**src/rtl/sbw_pkg.sv**
```systemverilog
package sbw_pkg;
    localparam int STATE_W = 3;

    typedef enum logic [STATE_W-1:0] {
        S_BUSRST    = 3'd0,
        S_ACTIVE    = 3'd1,
        S_PIN_HALT  = 3'd2,
        S_PIN_SLEEP = 3'd3,
        S_CMD_HALT  = 3'd4,
        S_CMD_SLEEP = 3'd5
    } sbw_state_e;

    localparam int EDGE_N   = 2;
    localparam int EDGE_RST = 0;   // bus reset, rising edge wanted
    localparam int EDGE_FRM = 1;   // frame strobe, falling edge wanted
endpackage

```
**src/rtl/sbw_edge.sv**
```systemverilog
module sbw_edge #(
    parameter int           W         = 2,
    parameter logic [W-1:0] RST_VAL   = '0,
    parameter logic [W-1:0] FALL_MASK = '0
) (
    input  logic         clk,
    input  logic         por_n,
    input  logic [W-1:0] sig,
    output logic [W-1:0] evt
);
    logic [W-1:0] prev_q;

    always_ff @(posedge clk or negedge por_n) begin
        if (!por_n) prev_q <= RST_VAL;
        else        prev_q <= sig;
    end

    for (genvar i = 0; i < W; i++) begin : g_bit
        if (FALL_MASK[i]) begin : g_fall
            assign evt[i] = prev_q[i] & ~sig[i];
        end else begin : g_rise
            assign evt[i] = ~prev_q[i] & sig[i];
        end
    end
endmodule

```
**src/rtl/sbw_fsm.sv**
```systemverilog
module sbw_fsm
    import sbw_pkg::*;
(
    input  logic       clk,
    input  logic       por_n,
    input  logic       bus_rst_n,
    input  logic       pwr_dn_n,
    input  logic       aux_pwr,
    input  logic       stby_cmd,
    input  logic       halt_ack,
    input  logic       rst_rise,
    input  logic       frame_fall,
    output sbw_state_e st,
    output sbw_state_e nxt
);
    always_ff @(posedge clk or negedge por_n) begin
        if (!por_n) st <= S_BUSRST;
        else        st <= nxt;
    end

    always_comb begin
        nxt = st;
        unique case (st)
            S_BUSRST: begin
                if (bus_rst_n && pwr_dn_n) nxt = S_ACTIVE;               // rst_exit
            end
            S_ACTIVE: begin
                if (!bus_rst_n)     nxt = S_BUSRST;                      // rst_hit
                else if (!pwr_dn_n) nxt = aux_pwr ? S_PIN_HALT : S_BUSRST; // pd_aux / pd_noaux
                else if (stby_cmd)  nxt = S_CMD_HALT;                    // cmd_req
            end
            S_PIN_HALT: begin
                if (halt_ack) nxt = S_PIN_SLEEP;                         // pin_ack
            end
            S_PIN_SLEEP: begin
                if (rst_rise) nxt = S_ACTIVE;                            // pin_wake
            end
            S_CMD_HALT: begin
                if (!bus_rst_n)    nxt = S_BUSRST;                       // rst_hit
                else if (halt_ack) nxt = S_CMD_SLEEP;                    // cmd_ack
            end
            S_CMD_SLEEP: begin
                if (!bus_rst_n)      nxt = S_BUSRST;                     // rst_hit
                else if (frame_fall) nxt = S_ACTIVE;                     // cmd_wake
            end
            default: nxt = S_BUSRST;
        endcase
    end

    // a pin-path sleep is left only through its own wake
    AST_PIN_SLEEP_EXIT: assert property (@(posedge clk) disable iff (!por_n)
        (st == S_PIN_SLEEP && nxt != S_PIN_SLEEP) |-> (nxt == S_ACTIVE && rst_rise));
    // frame edges never end a pin-path sleep
    AST_PIN_NO_FRAME_WAKE: assert property (@(posedge clk) disable iff (!por_n)
        (st == S_PIN_SLEEP && !rst_rise) |=> (st == S_PIN_SLEEP));
endmodule

```
**src/rtl/sbw_outreg.sv**
```systemverilog
module sbw_outreg
    import sbw_pkg::*;
(
    input  logic       clk,
    input  logic       por_n,
    input  sbw_state_e st,
    input  sbw_state_e nxt,
    output logic       standby,
    output logic       bus_ready,
    output logic       buf_clear,
    output logic       wake_irq,
    output logic       wake_src
);
    logic waking;
    assign waking = (nxt == S_ACTIVE) && (st == S_PIN_SLEEP || st == S_CMD_SLEEP);

    always_ff @(posedge clk or negedge por_n) begin
        if (!por_n) begin
            standby   <= 1'b0;
            bus_ready <= 1'b0;
            buf_clear <= 1'b0;
            wake_irq  <= 1'b0;
            wake_src  <= 1'b0;
        end else begin
            standby   <= (nxt == S_PIN_SLEEP) || (nxt == S_CMD_SLEEP);
            bus_ready <= (nxt == S_ACTIVE);
            buf_clear <= (nxt == S_BUSRST) && (st != S_BUSRST);
            wake_irq  <= waking;
            if (waking) wake_src <= (st == S_CMD_SLEEP);
        end
    end

    AST_WAKE_ONE_CYCLE: assert property (@(posedge clk) disable iff (!por_n)
        wake_irq |=> !wake_irq);
    AST_CLEAR_ONE_CYCLE: assert property (@(posedge clk) disable iff (!por_n)
        buf_clear |=> !buf_clear);
endmodule

```
**src/rtl/standby_wake_ctrl.sv**
```systemverilog
module standby_wake_ctrl
    import sbw_pkg::*;
(
    input  logic clk,
    input  logic por_n,
    input  logic bus_rst_n,
    input  logic pwr_dn_n,
    input  logic frame_n,
    input  logic aux_pwr,
    input  logic stby_cmd,
    input  logic halt_ack,
    output logic standby,
    output logic bus_ready,
    output logic buf_clear,
    output logic wake_irq,
    output logic wake_src
);
    localparam logic [EDGE_N-1:0] EDGE_INIT = 2'b10;  // reset low, frame idle high
    localparam logic [EDGE_N-1:0] EDGE_FALL = 2'b10;  // frame uses the falling edge

    logic [EDGE_N-1:0] edge_in, edge_evt;
    sbw_state_e        st, nxt;

    assign edge_in[EDGE_RST] = bus_rst_n;
    assign edge_in[EDGE_FRM] = frame_n;

    sbw_edge #(.W(EDGE_N), .RST_VAL(EDGE_INIT), .FALL_MASK(EDGE_FALL)) edge_i (
        .clk   (clk),
        .por_n (por_n),
        .sig   (edge_in),
        .evt   (edge_evt)
    );

    sbw_fsm fsm_i (
        .clk        (clk),
        .por_n      (por_n),
        .bus_rst_n  (bus_rst_n),
        .pwr_dn_n   (pwr_dn_n),
        .aux_pwr    (aux_pwr),
        .stby_cmd   (stby_cmd),
        .halt_ack   (halt_ack),
        .rst_rise   (edge_evt[EDGE_RST]),
        .frame_fall (edge_evt[EDGE_FRM]),
        .st         (st),
        .nxt        (nxt)
    );

    sbw_outreg out_i (
        .clk       (clk),
        .por_n     (por_n),
        .st        (st),
        .nxt       (nxt),
        .standby   (standby),
        .bus_ready (bus_ready),
        .buf_clear (buf_clear),
        .wake_irq  (wake_irq),
        .wake_src  (wake_src)
    );

    AST_READY_XOR_STBY: assert property (@(posedge clk) disable iff (!por_n)
        !(standby && bus_ready));
    AST_STBY_AFTER_ACK: assert property (@(posedge clk) disable iff (!por_n)
        $rose(standby) |-> $past(halt_ack));
    AST_RST_CLEARS: assert property (@(posedge clk) disable iff (!por_n)
        $past(!bus_rst_n && bus_ready) |-> buf_clear);
    AST_STBY_EXIT: assert property (@(posedge clk) disable iff (!por_n)
        ($fell(standby) && !wake_irq) |-> buf_clear);
    AST_WAKE_FROM_STBY: assert property (@(posedge clk) disable iff (!por_n)
        wake_irq |-> ($past(standby) && bus_ready));
endmodule

```
**config.mk**
```make
export PLATFORM = sky130hd
export DESIGN_NAME = standby_wake_ctrl
export DESIGN_NICKNAME = d
export VERILOG_FILES = /design/src/rtl/sbw_pkg.sv /design/src/rtl/sbw_edge.sv /design/src/rtl/sbw_fsm.sv /design/src/rtl/sbw_outreg.sv /design/src/rtl/standby_wake_ctrl.sv
export SDC_FILE = /design/constraint.sdc
export NUM_CORES = 1
export LEC_CHECK = 0
export ABC_AREA = 1
export ABC_CLOCK_PERIOD_IN_PS = 3350
export BUFFER_PORTS_ARGS = -buffer_cell sky130_fd_sc_hd__buf_2
export CAP_MARGIN = 20
export CORE_AREA = 5 5 42 44
export CTS_CLUSTER_SIZE = 30
export DETAILED_ROUTE_END_ITERATION = 8
export DIE_AREA = 0 0 47 49
export SLEW_MARGIN = 20
export SYNTH_ARGS = -nofsm -noshare
export SYNTH_HDL_FRONTEND = slang
export SYNTH_SLANG_ARGS = --single-unit
```
**constraint.sdc**
```tcl
create_clock -name clk -period 3.35 [get_ports clk]
set_input_delay 0.5025 -clock clk [delete_from_list [all_inputs] [get_ports clk]]
set_output_delay 0.5025 -clock clk [all_outputs]
set_load 0.02 [all_outputs]
```
==> results of run 1 <==
-- cell type report --
cell class / count / area (um^2) / share of cell area
Timing Repair Buffer: 12 / 60.1 / 0.102
Inverter: 12 / 45.0 / 0.0763
Clock buffer: 4 / 26.3 / 0.0445
Tap cell: 16 / 20.0 / 0.0339
Multi-Input combinational cell: 34 / 188 / 0.318
Sequential cell: 10 / 251 / 0.426
-- routing by layer --
| layer | vias to the layer above | share of wire | global-route usage |
|---|---|---|---|
| met1 | 167 | 0.44 | 0.127 |
| li1 | 201 | - | - |
| met3 | 4 | 0.082 | 0.0111 |
| met5 | - | 0 | 0 |
| met4 | 0 | 0.035 | 0.0553 |
| met2 | 15 | 0.44 | 0.133 |
-- cell families after synthesis --
group	Yosys count	synth area share
AOI/OAI and AO/OA	5	0.0672
buffers and inverters	12	0.0930
DFF	10	0.519
and+or+nand+nor	29	0.320
-- registers in the layout (all words and copies together) (netlist names) --
name	cells
out_i.wake_irq	1
out_i.standby	1
out_i.wake_src	1
fsm_i.st	3
out_i.buf_clear	1
edge_i.prev_q	2
out_i.bus_ready	1
-- per-stage QoR --
| step | cells | utilization | total power [uW] | hold slack, ns |
|---|---|---|---|---|
| 6_report | 88 | 0.421 | 477 | 0.0852 |
| 5_1_grt | 88 | 0.421 | 517 | 0.104 |
| 3_5_place_dp | 84 | 0.403 | 398 | 0.371 |
| 3_3_place_gp | 84 | 0.403 | 392 | 0.368 |
| 4_1_cts | 88 | 0.421 | 483 | 0.0918 |
| 2_1_floorplan | 56 | - | 340 | 0.207 |
-- final timing paths --
path / startpoint / to / slack, ns / cells past startpoint
worst max-delay path: out_i.wake_src / wake_src / 2.06 / 1
worst min-delay path: por_n / out_i.wake_irq / 0.09 / 1
worst max register to register: edge_i.prev_q[1] / out_i.wake_src / 2.09 / 7
worst min register to register: out_i.wake_src / out_i.wake_src / 0.48 / 2
max in group asynchronous: por_n / edge_i.prev_q[1] / 3.01 / 1
min in group clk: frame_n / edge_i.prev_q[1] / 0.35 / 1
-- cell usage in the layout (no fill, tap or decap) --
cell | netlist | layout
a21oi_1 | 2 | 2
a21oi_2 | 2 | 2
buf_2 | 0 | 12
clkbuf_1 | 0 | 1
clkbuf_4 | 0 | 3
dfrtp_1 | 9 | 9
dfstp_2 | 1 | 1
inv_1 | 9 | 9
inv_2 | 3 | 3
nand2_1 | 11 | 11
nand2_2 | 4 | 4
nand3_1 | 2 | 2
nand3_2 | 1 | 1
nand4_1 | 1 | 1
nor2_1 | 6 | 6
nor2_4 | 2 | 2
nor3_2 | 1 | 1
nor3b_1 | 1 | 1
o21ai_1 | 1 | 1
-- power groups by stage --
stage	clock (uW)	sequential, uW	combinational [uW]
after floorplan	0	212	128
after global placement	0	188	203
after detailed placement	0	190	208
after CTS	85.5	188	209
after global routing	90.9	195	231
final	84.4	188	205
==> results.ini, run 1 <==
[setup_path]
cp.arrival_ns=0.79
critical_path_class=flip-flop to output port
cpPeakStageDelay_ns=0.37
crit_family=flip-flops
cp_slowest_cell=dfrtp_1
critical_path_buf_inv_count=1
crit_path_end_kind=output port
critPathMaxFanout=2
crit_chain=buf_2
cp_data_required_time_ns=2.85
cp-start-kind=flip-flop

[grt]
grt_pass1_wl_mm=1.52
grt_max_degree=11
grt_pass1_vias=360
overflow=0
antenna_found_initial=0
grt_use_total=0.0925

[clocking]
cts_resized=0
clock-root-buffer=clkbuf_4
clock_path_buffers=2
clk_latency_ns=0.26
cts.clk_slew.worst_paths_ns=0.06
cts_tree=done
numCtsBuffers=3
clock-sinks=10
cts_setup_buffers=0
htree_num_levels=1
cts_hold_buf=0

[place]
dpl.hpwl_um=725
dpl-instance-area_um2=564
gp_congestion=0.763
port-buffer-count=12
pre_cts_ws_ns=1.96

[synth]
synth_most_common_cell=nand2_1
yosys_warnings=0
synth.cell_area_um2=484
syn_inst=56
synth_area_per_cell_um2=8.65
async_reset_ff_frac=1.00
netlist.top_cell.by_area=dfrtp_1
ys_top_cells_by_count=nand2_1, dfrtp_1, inv_1
syn_nets=64
synth_cell_types=16
synth.top_cell.area_share=0.465
yosys-top-cells-area=dfrtp_1, nand2_1, inv_1
synth-edff-count=0
synth_ff_type=dfrtp_1
ys_ff_latch=10
ys_seq_area_frac=0.519

[sta]
finalSetupTns_ns=0
clock.fmax_mhz=773
finalCritPeriodShare=0.386
period_needed_ns=1.29
rsz0062_at_grt=false
finClkSkew_ns=0.00434
maxSlewViolCount=0
finalHoldViolations=0
setup_slack_ns=2.06
setup_violations=0
maxSlewHeadroom=0.836
tightest_slew_ns=0.244

[cells_and_area]
syn_to_final_growth_pct=22.0
diodes=0
nNetsFinal=81
final_area_um2=591
nFillCells=159
drive_gt1_frac=0.403

[power]
power_frac_comb=0.430
cellPowerDensity_nw_per_um2=808
switching_power_uw=203
ir_drop_v=0.000249
p_int_uw=275
clkPwrFrac=0.177
p_seq_frac=0.393
netSwitchingFraction=0.425
leakage_uw=0.000340

[floorplanning]
num_rows=14
coreArea_um2=1400
die_width_um=47
ios=13
die-height_um=49
floorplan.initialDensity=0.346
die_area_um2=2300

[detailed_routing]
ant_nets=0
drtIter0Drc=2
vias=387
wl_per_cell_um=10.3
drtPass1Iterations=4
vias_per_cell=4.40
wirelength_um=906
drc=0

[run]
maxCapViolCount=0

[run_status]
outcome=completed

[min_path]
hold_class=input port to async pin

Power figures use the tool's default switching activity.
==> inputs of run 2 (changes only) <==
- ABC_CLOCK_PERIOD_IN_PS: 3350 -> 1200
- clock period: 3.35 -> 1.2 ns (I/O delays scaled with it)
==> run 2 against run 1 <==
The flow now finishes with violations (setup timing). Die area is the same. Sequential cell count unchanged. Sequential power grew to 2.8 times the previous value.
==> results.ini, run 2 (synthesized netlist as in run 1, its figures left out) <==
[run_status]
outcome=complete, but fails checks
violations=setup timing

[place]
gp_congestion=0.773  ; +1.4%
port-buffer-count=12  ; unchanged
pre_cts_ws_ns=-0.0236  ; -1.98 ns
dpl.hpwl_um=694  ; -4.3%

[setup_path]
crit_path_end_kind=flip-flop
r2r_end=out_i.wake_src
worstReg2RegStart=edge_i.prev_q[1]
cpPeakStageDelay_ns=0.53  ; +0.16 ns
reg2reg_depth=7  ; unchanged
critPathMaxFanout=5  ; +3
cp.arrival_ns=1.38  ; +0.59 ns
cp_slowest_cell=dfstp_2
crit_chain=inv_2, nor2_2, a21oi_2, nor2_4, nand4_1, nand2_1, nand2_1
crit_family=flip-flops
cp-start-kind=flip-flop
cp_data_required_time_ns=1.36  ; -1.49 ns
critical_path_buf_inv_count=1  ; unchanged
ff2ff_setup_slack_ns=-0.02  ; -2.11 ns
critical_path_class=flip-flop to flip-flop
path_depth=7  ; +6
critPathMostFrequentCell=nand2_1

[sta]
period_needed_ns=1.22
tightest_slew_ns=0.219  ; -0.0251 ns
finalHoldViolations=0  ; unchanged
finalCritPeriodShare=1.02
maxSlewHeadroom=0.854  ; +0.0176
finClkSkew_ns=0.00439  ; +0.0000552 ns
setup_slack_ns=-0.0188  ; -2.07 ns
clock.fmax_mhz=820
hold_ws_ns=0.0358  ; -0.0494 ns
maxSlewViolCount=0  ; unchanged
rsz0062_at_grt=true
setup_violations=1  ; +1

[power]
leakage_uw=0.000361  ; +6.0%
cellPowerDensity_nw_per_um2=2180  ; +170%
ir_drop_v=0.000836  ; +240%

[detailed_routing]
ant_nets=0  ; unchanged
drtPass1Iterations=3  ; -1
vias=424  ; +9.6%
wirelength_um=889  ; -1.9%
wl_per_cell_um=9.66  ; -6.1%
drc=0  ; unchanged
vias_per_cell=4.61  ; +4.8%
drtIter0Drc=4  ; +2

[cells_and_area]
mostFrequentLayoutCell=buf_2
diodes=0  ; unchanged
nFillCells=150  ; -5.7%
nNetsFinal=85  ; +4.9%
largest_register_ffs=3  ; unchanged
utilization=0.459  ; +0.0375
top_regs=fsm_i.st x3, edge_i.prev_q x2
regMostFlops=fsm_i.st
syn_to_final_growth_pct=32.8
final_cell_mix=buf_2, nand2_1, inv_1
drive_gt1_frac=0.500  ; +0.0972

[clocking]
cts_tree=done
numCtsBuffers=3  ; unchanged
cts.clk_slew.worst_paths_ns=0.06  ; about the same
htree_num_levels=1  ; unchanged
clock_path_buffers=2  ; unchanged
clock-sinks=10  ; unchanged
clk_latency_ns=0.26  ; about the same
clock-root-buffer=clkbuf_4

[floorplanning]
ios=13  ; unchanged
die_width_um=47  ; unchanged
num_rows=14  ; unchanged
coreArea_um2=1400  ; unchanged
die_area_um2=2300  ; unchanged
die-height_um=49  ; unchanged
floorplan.initialDensity=0.346  ; unchanged

[grt]
grt_max_degree=11  ; unchanged
grt_pass1_vias=372  ; +3.3%
grt_use_total=0.0896  ; -0.00291
antenna_found_initial=0  ; unchanged
overflow=0  ; unchanged
grt_pass1_wl_mm=1.47  ; -3.6%

[run]
maxCapViolCount=0  ; unchanged

[min_path]
hold_start=frame_n
hold_class=input port to flip-flop
min_to=edge_i.prev_q[1]
hold_depth=1

## run 2: stage by stage
| step | TNS [ns] | area [um^2] | power, uW | instances |
|---|---|---|---|---|
| after floorplan | 0 | 484 | 950 | 56 |
| after CTS | -0.0157 | 616 | 1380 | 91 |
| final | -0.0188 | 643 | 1400 | 92 |
| after global routing | -0.242 | 643 | 1530 | 92 |
| after global placement | -0.0151 | 579 | 1120 | 86 |
| after detailed placement | -0.0236 | 579 | 1130 | 86 |
## run 2: layout make-up
cell class / count / area (um^2) / share of cell area
timing repair buffer: 16 / 92.6 / 0.144
sequential: 10 / 254 / 0.395
multi-input combinational: 34 / 205 / 0.319
clock buffer: 4 / 26.3 / 0.0409
tap: 16 / 20.0 / 0.0311
inverter: 12 / 45.0 / 0.0700
## run 2: power breakdown
part | leakage [uW] | internal, uW | switching, uW
Combinational | 0.000222 | 235 | 397
Clock | 0.0000150 | 128 | 111
Sequential | 0.000124 | 448 | 80.2
Total | 0.000361 | 812 | 588
## run 2: repair_timing
item | in CTS | in global routing
gates resized for setup | 0 | 7
hold buffers | 1 | 0
endpoints found under the setup margin | 1 | 4
setup buffers | 0 | 1
hold endpoints to repair | 9 | 0
pin swaps | 1 | 1
## run 2: how the worst max path moves through the flow
stage                startpoint              to  slack (ns)
4_1_cts        edge_i.prev_q[1]  out_i.wake_src       -0.02
3_3_place_gp        fsm_i.st[2]  out_i.wake_src       -0.02
3_5_place_dp        fsm_i.st[1]  out_i.wake_src       -0.02
6_report       edge_i.prev_q[1]  out_i.wake_src       -0.02
5_1_grt        edge_i.prev_q[1]  out_i.wake_src       -0.12
2_1_floorplan  edge_i.prev_q[1]  out_i.wake_src        0.07
## run 2: routing by layer
metal,routed length [um],global-route usage,vias to the layer above
met5,0,0,-
met4,31,0.0829,0
met2,426,0.124,16
met1,350,0.111,194
li1,-,-,210
met3,80,0.0148,4
==> inputs of run 3 (changes only) <==
- RECOVER_POWER: unset -> 50
==> run 3 against run 2 <==
The flow still finishes with violations (setup timing). Final cell count unchanged. Combinational power about the same. Routed wire length down 0.34%. Clock-buffer cell count unchanged. Critical path depth unchanged. Clock skew about the same. Die area unchanged. Highest routed layer unchanged.
==> results.ini, run 3 (synthesized netlist as in run 1, its figures left out) <==
[clocking]
clk_latency_ns=0.26  ; about the same
cts_tree=done
clock-sinks=10  ; unchanged
htree_num_levels=1  ; unchanged
cts.clk_slew.worst_paths_ns=0.06  ; about the same
numCtsBuffers=3  ; unchanged
clock_path_buffers=2  ; unchanged
clock-root-buffer=clkbuf_4

[grt]
overflow=0  ; unchanged
grt_pass1_wl_mm=1.47  ; unchanged
grt_pass1_vias=372  ; unchanged
antenna_found_initial=0  ; unchanged
grt_max_degree=11  ; unchanged
grt_use_total=0.0896  ; unchanged

[cells_and_area]
drive_gt1_frac=0.474  ; -0.0263
diodes=0  ; unchanged
top_regs=fsm_i.st x3, edge_i.prev_q x2
regMostFlops=fsm_i.st
largest_register_ffs=3  ; unchanged
mostFrequentLayoutCell=nand2_1
syn_to_final_growth_pct=32.3
final_cell_mix=nand2_1, buf_2, inv_1
nNetsFinal=85  ; unchanged

[floorplanning]
ios=13  ; unchanged
num_rows=14  ; unchanged
die_area_um2=2300  ; unchanged
die-height_um=49  ; unchanged
coreArea_um2=1400  ; unchanged
floorplan.initialDensity=0.346  ; unchanged
die_width_um=47  ; unchanged

[place]
pre_cts_ws_ns=-0.0236  ; unchanged
port-buffer-count=12  ; unchanged
dpl.hpwl_um=694  ; unchanged
gp_congestion=0.773  ; unchanged

[sta]
finalCritPeriodShare=1.01  ; -0.00144
clock.fmax_mhz=822  ; +0.14%
period_needed_ns=1.22  ; -0.00173 ns
setup_violations=1  ; unchanged
setup_slack_ns=-0.0171  ; +0.00173 ns
rsz0062_at_grt=true
maxSlewViolCount=0  ; unchanged
tightest_slew_ns=0.509  ; +0.289 ns
finalHoldViolations=0  ; unchanged
finClkSkew_ns=0.00459  ; +0.000192 ns
maxSlewHeadroom=0.661  ; -0.193

[setup_path]
cp-start-kind=flip-flop
critical_path_buf_inv_count=1  ; unchanged
r2r_end=out_i.wake_src
crit_chain=inv_2, nor2_2, a21oi_2, nor2_4, nand4_1, nand2_1, nand2_1
path_depth=7  ; unchanged
critical_path_class=flip-flop to flip-flop
cp_slowest_cell=dfstp_2
reg2reg_depth=7  ; unchanged
critPathMostFrequentCell=nand2_1
cp.arrival_ns=1.38  ; about the same
ff2ff_setup_slack_ns=-0.02  ; about the same
startpoint=edge_i.prev_q[1]
crit_family=flip-flops
crit_end=out_i.wake_src
cpPeakStageDelay_ns=0.53  ; about the same
crit_path_end_kind=flip-flop
critPathMaxFanout=5  ; unchanged
worstReg2RegStart=edge_i.prev_q[1]
cp_data_required_time_ns=1.36  ; about the same

[run_status]
outcome=complete, but fails checks
violations=setup timing

[detailed_routing]
vias_per_cell=4.60  ; -0.24%
drtIter0Drc=4  ; unchanged
vias=423  ; -0.24%
ant_nets=0  ; unchanged
drtPass1Iterations=2  ; -1
wl_per_cell_um=9.63  ; -0.34%
drc=0  ; unchanged
wirelength_um=886  ; -0.34%

[min_path]
hold_class=input port to flip-flop
hold_depth=1  ; unchanged

[power]
ir_drop_v=0.000836  ; about the same
cellPowerDensity_nw_per_um2=2190  ; +0.40%
leakage_uw=0.000355  ; -1.5%
power_uw=1400  ; about the same

[run]
maxCapViolCount=0  ; unchanged

-- run 3: cell count changes in the layout (fill, tap and decap cells not counted) --
cell / change
buf_2: -2
clkbuf_1: +2
-- run 3: final cells by class --
class	instances	area, um^2
multi-input combinational	34	205
tap	16	20.0
fill	151	761
inverter	12	45.0
timing repair buffer	16	90.1
clock buffer	4	26.3
sequential	10	254
-- run 3: how the worst min path moves through the flow --
stage	startpoint	endpoint
after CTS	frame_n	edge_i.prev_q[1]
after global routing	frame_n	edge_i.prev_q[1]
after floorplan	por_n	edge_i.prev_q[0]
final	frame_n	edge_i.prev_q[1]
after detailed placement	por_n	out_i.buf_clear
after global placement	por_n	fsm_i.st[2]
-- run 3: layer usage --
metal | vias to the layer above | routed length, um | global-route usage
li1 | 210 | - | -
met1 | 193 | 351 | 0.111
met2 | 16 | 422 | 0.124
met3 | 4 | 80 | 0.0148
met4 | 0 | 31 | 0.0829
met5 | - | 0 | 0
-- run 3: through the flow --
stage	instances	setup TNS [ns]	instance area, um^2	util	hold slack, ns
6_report	92	-0.0171	641	0.457	0.0358
5_1_grt	92	-0.245	641	0.457	0.0240
4_1_cts	91	-0.0157	616	0.439	0.0221
3_5_place_dp	86	-0.0236	579	0.413	0.0510
3_3_place_gp	86	-0.0151	579	0.413	0.0451
2_1_floorplan	56	0	484	-	-0.116
-- run 3: what timing repair did --
| item | CTS | global route |
|---|---|---|
| endpoints found under the setup margin | 1 | 4 |
| hold endpoints to repair | 9 | 0 |
| pin swaps | 1 | 1 |
| resized for setup | 0 | 7 |
| hold buffers | 1 | 0 |
| setup buffers | 0 | 1 |
-- run 3: power by group --
group	switching, uW	total (uW)	internal, uW
sequential	81.0	529	448
clock	111	239	128
combinational	397	632	234
